**src/rtl/irq_agg_pkg.sv**
```systemverilog
package irq_agg_pkg;

    localparam int SRC_COUNT = 32;
    localparam int IDX_W     = $clog2(SRC_COUNT);
    localparam int ADDR_W    = 4;

    localparam logic [ADDR_W-1:0] OFS_STATUS = 4'h0;
    localparam logic [ADDR_W-1:0] OFS_MASK   = 4'h4;
    localparam logic [ADDR_W-1:0] OFS_INDEX  = 4'h8;

    typedef enum logic [1:0] {
        SEL_STATUS,
        SEL_MASK,
        SEL_INDEX,
        SEL_NONE
    } reg_sel_e;

    typedef struct packed {
        logic             none;
        logic [IDX_W-1:0] idx;
    } prio_t;

    function automatic reg_sel_e decode_addr(input logic [ADDR_W-1:0] a);
        case (a)
            OFS_STATUS: return SEL_STATUS;
            OFS_MASK:   return SEL_MASK;
            OFS_INDEX:  return SEL_INDEX;
            default:    return SEL_NONE;
        endcase
    endfunction

    function automatic prio_t lowest_set(input logic [SRC_COUNT-1:0] v);
        prio_t r;
        r.none = 1'b1;
        r.idx  = '0;
        for (int i = SRC_COUNT - 1; i >= 0; i--) begin
            if (v[i]) begin
                r.none = 1'b0;
                r.idx  = IDX_W'(i);
            end
        end
        return r;
    endfunction

endpackage

```
**src/rtl/irq_sync.sv**
```systemverilog
module irq_sync #(
    parameter int W = 32
) (
    input  logic         clk,
    input  logic         rst,
    input  logic [W-1:0] async_in,
    output logic [W-1:0] sync_out
);
    logic [W-1:0] stage1_q, stage2_q;
    logic [1:0]   warm_q;

    always_ff @(posedge clk) begin
        if (rst) begin
            stage1_q <= '0;
            stage2_q <= '0;
            warm_q   <= '0;
        end else begin
            stage1_q <= async_in;
            stage2_q <= stage1_q;
            if (warm_q != 2'd3) warm_q <= warm_q + 2'd1;
        end
    end

    assign sync_out = stage2_q;

    // two-edge synchroniser delay once both stages hold post-reset data
    assert_sync_delay_R1: assert property (@(posedge clk) disable iff (rst)
        (warm_q >= 2'd2) |-> (sync_out == $past(async_in, 2)));

endmodule

```
**src/rtl/irq_status.sv**
```systemverilog
module irq_status #(
    parameter int W       = 32,
    parameter bit LATCHED = 1'b1
) (
    input  logic         clk,
    input  logic         rst,
    input  logic [W-1:0] sync_in,
    input  logic         clr_wr,
    input  logic [W-1:0] clr_word,
    output logic [W-1:0] status_q
);
    generate
        if (LATCHED) begin : g_latched
            logic [W-1:0] keep;
            assign keep = clr_wr ? clr_word : '1;

            always_ff @(posedge clk) begin
                if (rst) status_q <= '0;
                else     status_q <= (status_q & keep) | sync_in;
            end

            // without a write no latched bit falls
            assert_hold_R5: assert property (@(posedge clk) disable iff (rst)
                !clr_wr |=> ((status_q & $past(status_q)) == $past(status_q)));
            // after a write, every bit zero in the word and inactive is clear
            assert_clear_R5: assert property (@(posedge clk) disable iff (rst)
                clr_wr |=> ((status_q & ~$past(clr_word) & ~$past(sync_in)) == '0));
            // an active source always sets its bit, even under a clearing write
            assert_src_wins_R6: assert property (@(posedge clk) disable iff (rst)
                1'b1 |=> ((status_q & $past(sync_in)) == $past(sync_in)));
        end else begin : g_level
            logic unused_level_bits;
            assign unused_level_bits = ^{clr_wr, clr_word};

            always_ff @(posedge clk) begin
                if (rst) status_q <= '0;
                else     status_q <= sync_in;
            end
        end
    endgenerate

endmodule

```
**src/rtl/irq_prio_enc.sv**
```systemverilog
module irq_prio_enc
    import irq_agg_pkg::*;
(
    input  logic                 clk,
    input  logic                 rst,
    input  logic [SRC_COUNT-1:0] pending,
    output prio_t                prio
);
    assign prio = lowest_set(pending);

    // index points at a pending bit and no lower bit is pending
    assert_idx_lowest_R8: assert property (@(posedge clk) disable iff (rst)
        !prio.none |-> (pending[prio.idx] &&
            ((pending & ((SRC_COUNT'(1) << prio.idx) - SRC_COUNT'(1))) == '0)));
    // the empty flag matches an empty pending set
    assert_idx_none_R8: assert property (@(posedge clk) disable iff (rst)
        prio.none |-> (pending == '0));

endmodule

```
**src/rtl/misc_irq_aggregator.sv**
```systemverilog
module misc_irq_aggregator
    import irq_agg_pkg::*;
#(
    parameter bit LATCHED_STATUS = 1'b1
) (
    input  logic                 clk,
    input  logic                 rst,
    input  logic [SRC_COUNT-1:0] src_irq,
    input  logic                 reg_wr_en,
    input  logic [ADDR_W-1:0]    reg_addr,
    input  logic [31:0]          reg_wr_data,
    output logic [31:0]          reg_rd_data,
    output logic                 parent_irq
);
    localparam int PAD_W = 31 - IDX_W;

    logic [SRC_COUNT-1:0] src_sync;
    logic [SRC_COUNT-1:0] status_q;
    logic [SRC_COUNT-1:0] mask_q;
    logic [SRC_COUNT-1:0] pending;
    logic                 parent_q;
    reg_sel_e             sel;
    prio_t                prio;

    assign sel = decode_addr(reg_addr);

    irq_sync #(.W(SRC_COUNT)) u_sync (
        .clk      (clk),
        .rst      (rst),
        .async_in (src_irq),
        .sync_out (src_sync)
    );

    irq_status #(.W(SRC_COUNT), .LATCHED(LATCHED_STATUS)) u_status (
        .clk      (clk),
        .rst      (rst),
        .sync_in  (src_sync),
        .clr_wr   (reg_wr_en && (sel == SEL_STATUS)),
        .clr_word (reg_wr_data),
        .status_q (status_q)
    );

    assign pending = status_q & mask_q;

    irq_prio_enc u_prio (
        .clk     (clk),
        .rst     (rst),
        .pending (pending),
        .prio    (prio)
    );

    always_ff @(posedge clk) begin
        if (rst) begin
            mask_q   <= '0;
            parent_q <= 1'b0;
        end else begin
            if (reg_wr_en && (sel == SEL_MASK)) mask_q <= reg_wr_data;
            parent_q <= |pending;
        end
    end

    assign parent_irq = parent_q;

    always_comb begin
        case (sel)
            SEL_STATUS: reg_rd_data = status_q;
            SEL_MASK:   reg_rd_data = mask_q;
            SEL_INDEX:  reg_rd_data = {prio.none, {PAD_W{1'b0}}, prio.idx};
            default:    reg_rd_data = '0;
        endcase
    end

    // a pending source raises the parent line at the next edge
    assert_parent_rise_R3: assert property (@(posedge clk) disable iff (rst)
        (|(status_q & mask_q)) |=> parent_irq);
    // an empty pending set drops the parent line at the next edge
    assert_parent_fall_R3: assert property (@(posedge clk) disable iff (rst)
        !(|(status_q & mask_q)) |=> !parent_irq);
    // a mask write is stored as a whole word
    assert_mask_store_R4: assert property (@(posedge clk) disable iff (rst)
        (reg_wr_en && reg_addr == OFS_MASK) |=> (mask_q == $past(reg_wr_data)));
    // writes elsewhere leave the mask alone
    assert_mask_keep_R10: assert property (@(posedge clk) disable iff (rst)
        !(reg_wr_en && reg_addr == OFS_MASK) |=> $stable(mask_q));

endmodule

```
**config.mk**
```make
export PLATFORM = sky130hd
export DESIGN_NAME = misc_irq_aggregator
export DESIGN_NICKNAME = d
export VERILOG_FILES = /design/src/rtl/irq_agg_pkg.sv /design/src/rtl/irq_sync.sv /design/src/rtl/irq_status.sv /design/src/rtl/irq_prio_enc.sv /design/src/rtl/misc_irq_aggregator.sv
export SDC_FILE = /design/constraint.sdc
export NUM_CORES = 1
export LEC_CHECK = 0
export CAP_MARGIN = 5
export CORE_MARGIN = 1.5
export CORE_UTILIZATION = 56
export CTS_BUF_LIST = sky130_fd_sc_hd__clkbuf_4
export CTS_CLUSTER_SIZE = 20
export DETAILED_ROUTE_END_ITERATION = 10
export PLACE_DENSITY = 0.85
export SYNTH_ARGS = -nofsm -noshare
export SYNTH_HDL_FRONTEND = slang
export SYNTH_SLANG_ARGS = --single-unit
```
**constraint.sdc**
```tcl
create_clock -name clk -period 3.5 [get_ports clk]
set_input_delay 0.7 -clock clk [delete_from_list [all_inputs] [get_ports clk]]
set_output_delay 0.7 -clock clk [all_outputs]
set_load 0.05 [all_outputs]
```
==> flow_summary.yaml <==
run_status:
  status: "finished, final reports clean"
detailed_routing:
  routed_wl_um: 11700
  drtPass1Iterations: 4
  via_per_inst: 5.57
  ant_nets: 0
  vias: 4275
  routedWlPerCell_um: 15.3
  drcViolationCount: 0
  first_iter_violations: 262
timing:
  fin_crit_sh_pct: 93.6
  layout_setup_ws_ns: 0.223
  holdWs_ns: 0.420
  slew_headroom_pct: 61.7
  slew_violations: 0
  setup_viol: 0
  fmax_mhz: 305
  rsz0062_at_grt: "no"
  setup_tns_ns: 0
  finalHoldViolCount: 0
  tightest_slew_ns: 0.574
  fin_crit_ns: 3.28
  finClkSkew_ns: 0.0190
clock_tree:
  cts_resized: 0
  clock_latency_ns: 0.52
  cts_sinks: 129
  cts_tree: "built"
  clockBufferDepth: 2
  post_cts_buffers: 0
  cts_buffers: 17
  clk_pin_slew_ns: 0.13
  htree_levels: 4
  hold_buffers: 0
  cts_root_buffer: "clkbuf_4"
synthesis:
  synth-edff-count: 0
  synth_top_area_share_pct: 52.9
  yosysTopAreaCell: "dfxtp_1"
  ys_seq_elements: 129
  yosys.cell_types.count: 40
  synthFlopType: "dfxtp_1"
  yosysSeqAreaShare_pct: 52.9
  ys_top_cells_by_area: "dfxtp_1 53%, nor2b_1 8.3%, nand2_1 7.4%, a21oi_1 6.9%, a22o_1 5.7%"
  syn_area_per_cell_um2: 8.87
  yosys_warnings: 0
  synthesis.nets: 621
  syn-cell-area_um2: 4880
  synthCells: 550
  ys_async_sr_fraction_pct: 0
layout:
  stdcell_area_um2: 6570
  register_area_um2: 2580
  drive_gt1_share_pct: 12.1
  instances_no_fill: 768
  multi_input_comb_area_um2: 2020
  n_fill_cell: 561
  nets: 721
  synthToLayoutAreaGrowth_pct: 34.6
  n_antenna_cell: 0
setup_path:
  rr_worst_depth: 4
  required_ns: 2.80
  critical_path_class: "in -> out"
  crit_fanout: 3
  r2r-end: "parent_irq"
  r2r_slack_ns: 2.03
  reg2reg_from: "u_status.status_q[14]"
  endpoint_kind: "output port"
  cp-start-kind: "input pin"
  critical_path_arrival_ns: 2.58
placement:
  dp_cells: 736
  portBuffers: 103
  routabilityCongestion: 0.866
  post-place-ws_ns: 0.238
  dpl_cell_area_um2: 6300
  dpl.hpwl_um: 8310
power_and_ir_drop:
  power_density_nw_per_um2: 418
  seq_power_share_pct: 56.8
  comb_power_share_pct: 8.3
  internal_power_mw: 2.02
  p_sw_uw: 725
  swShare_pct: 26.4
  leakage_nw: 2.44
  power_frac_clock_pct: 35.0
  ir_worst_vdd_mv: 0.353
grt:
  grt_start_max_net_pins: 75
  grt.total_usage_pct: 26.4
  grt_pass1_vias: 4025
  grt-ovfl-total: 0
  antenna_found_initial: 0
  grt_pass1_wl_um: 18500
run:
  maxCapViolCount: 0
worst_hold_path:
  hp-start: "u_sync.sync_out[3]"
  hold_path_class: "reg -> reg"
  holdPathStages: 2
  hold_path_end: "u_status.status_q[3]"
die:
  rows: 33
  start_util_pct: 58.5
  fp.coreArea_um2: 8340
  die_area_um2: 9290
  ioPinCount: 104
  chipHeight_um: 96.4
  die_w_um: 96.4
## critical path, stage by stage
cell             delay (ns)
clkdlybuf4s50_1        0.53
mux2i_1                0.25
nor2_1                 0.08
a311oi_1               0.34
nand3_1                0.12
o311a_1                0.37
buf_4                  0.20
## registers in the layout, indices dropped and copies added (netlist names)
register / flops
parent_irq: 1
u_status.status_q: 32
mask_q: 32
u_sync.stage1_q: 32
u_sync.sync_out: 32
## layout by cell type, fill, tap and decap left out, types with 3 or more instances in the layout
cell             count
clkinvlp_4           3
clkdlybuf4s50_1     70
clkbuf_4            17
buf_12              33
clkinv_4             3
nor2_1               6
nand2_1             96
inv_6                6
nand3_1              5
a22o_1              32
buf_4               10
a22oi_1             10
o21ai_0              7
dfxtp_1            129
inv_1               33
mux2i_1              3
o21ai_1             29
nor2b_1             65
a21oi_1             67
a32oi_1              3
a31oi_1              4
## synthesized netlist by cell type, drive strengths merged (2+ instances only)
cell type and n:
a22o 32, o31ai 3, a22oi 10, mux2i 3
nor2b 65, a32o 2, nand2 96, and3b 2
a32oi 3, nand4 2, buf 15, o21ai 36
a31oi 4, a21boi 2, dfxtp 129, nor2 8
o21a 2, a21oi 67, nand3 5, inv 33
clkbuf 17
## power by group through the flow
stage	clock, mW	combinational, mW	sequential (mW)
final	0.961	0.228	1.56
after global routing	1.05	0.247	1.57
after CTS	0.974	0.229	1.56
after detailed placement	0	0.227	1.59
after global placement	0	0.221	1.59
after floorplan	0	0.106	1.58
## how the worst max path moves through the flow
stage	start	end	slack, ns	depth (start not counted)
after global placement	reg_addr[2]	reg_rd_data[0]	0.26	7
after floorplan	reg_addr[2]	reg_rd_data[2]	0.36	5
final	reg_addr[2]	reg_rd_data[0]	0.22	7
after global routing	reg_addr[1]	reg_rd_data[0]	0.16	7
after detailed placement	reg_addr[2]	reg_rd_data[0]	0.24	7
after CTS	reg_addr[2]	reg_rd_data[0]	0.23	7
## metrics by stage
step	utilization, %	total power, mW
final	78.8	2.75
after global routing	78.8	2.86
after CTS	78.8	2.76
after detailed placement	75.5	1.82
after global placement	75.5	1.81
after floorplan	-	1.69
## final cells by class
class                      count  area share [%]
inverter                      33            1.89
tap                          105            2.00
multi-input combinational    356            30.8
clock inverter                15            2.23
sequential                   129            39.3
clock buffer                  17            1.94
timing repair buffer         113            21.9
## cell families after synthesis
group	share of synthesized area, %
simple gates	18.7
buf+inv	5.87
flops	52.9
compound gates	21.9
mux	0.615
## metal layers
metal | vias to the layer above | share of wire [%] | GRT usage, %
li1 | 2076 | - | -
met1 | 2014 | 40 | 31.2
met2 | 162 | 52 | 44.9
met3 | 23 | 5.9 | 7.58
met4 | 0 | 1.9 | 10.6
met5 | - | 0 | 0
No activity file was read; power rests on OpenSTA's default activity.
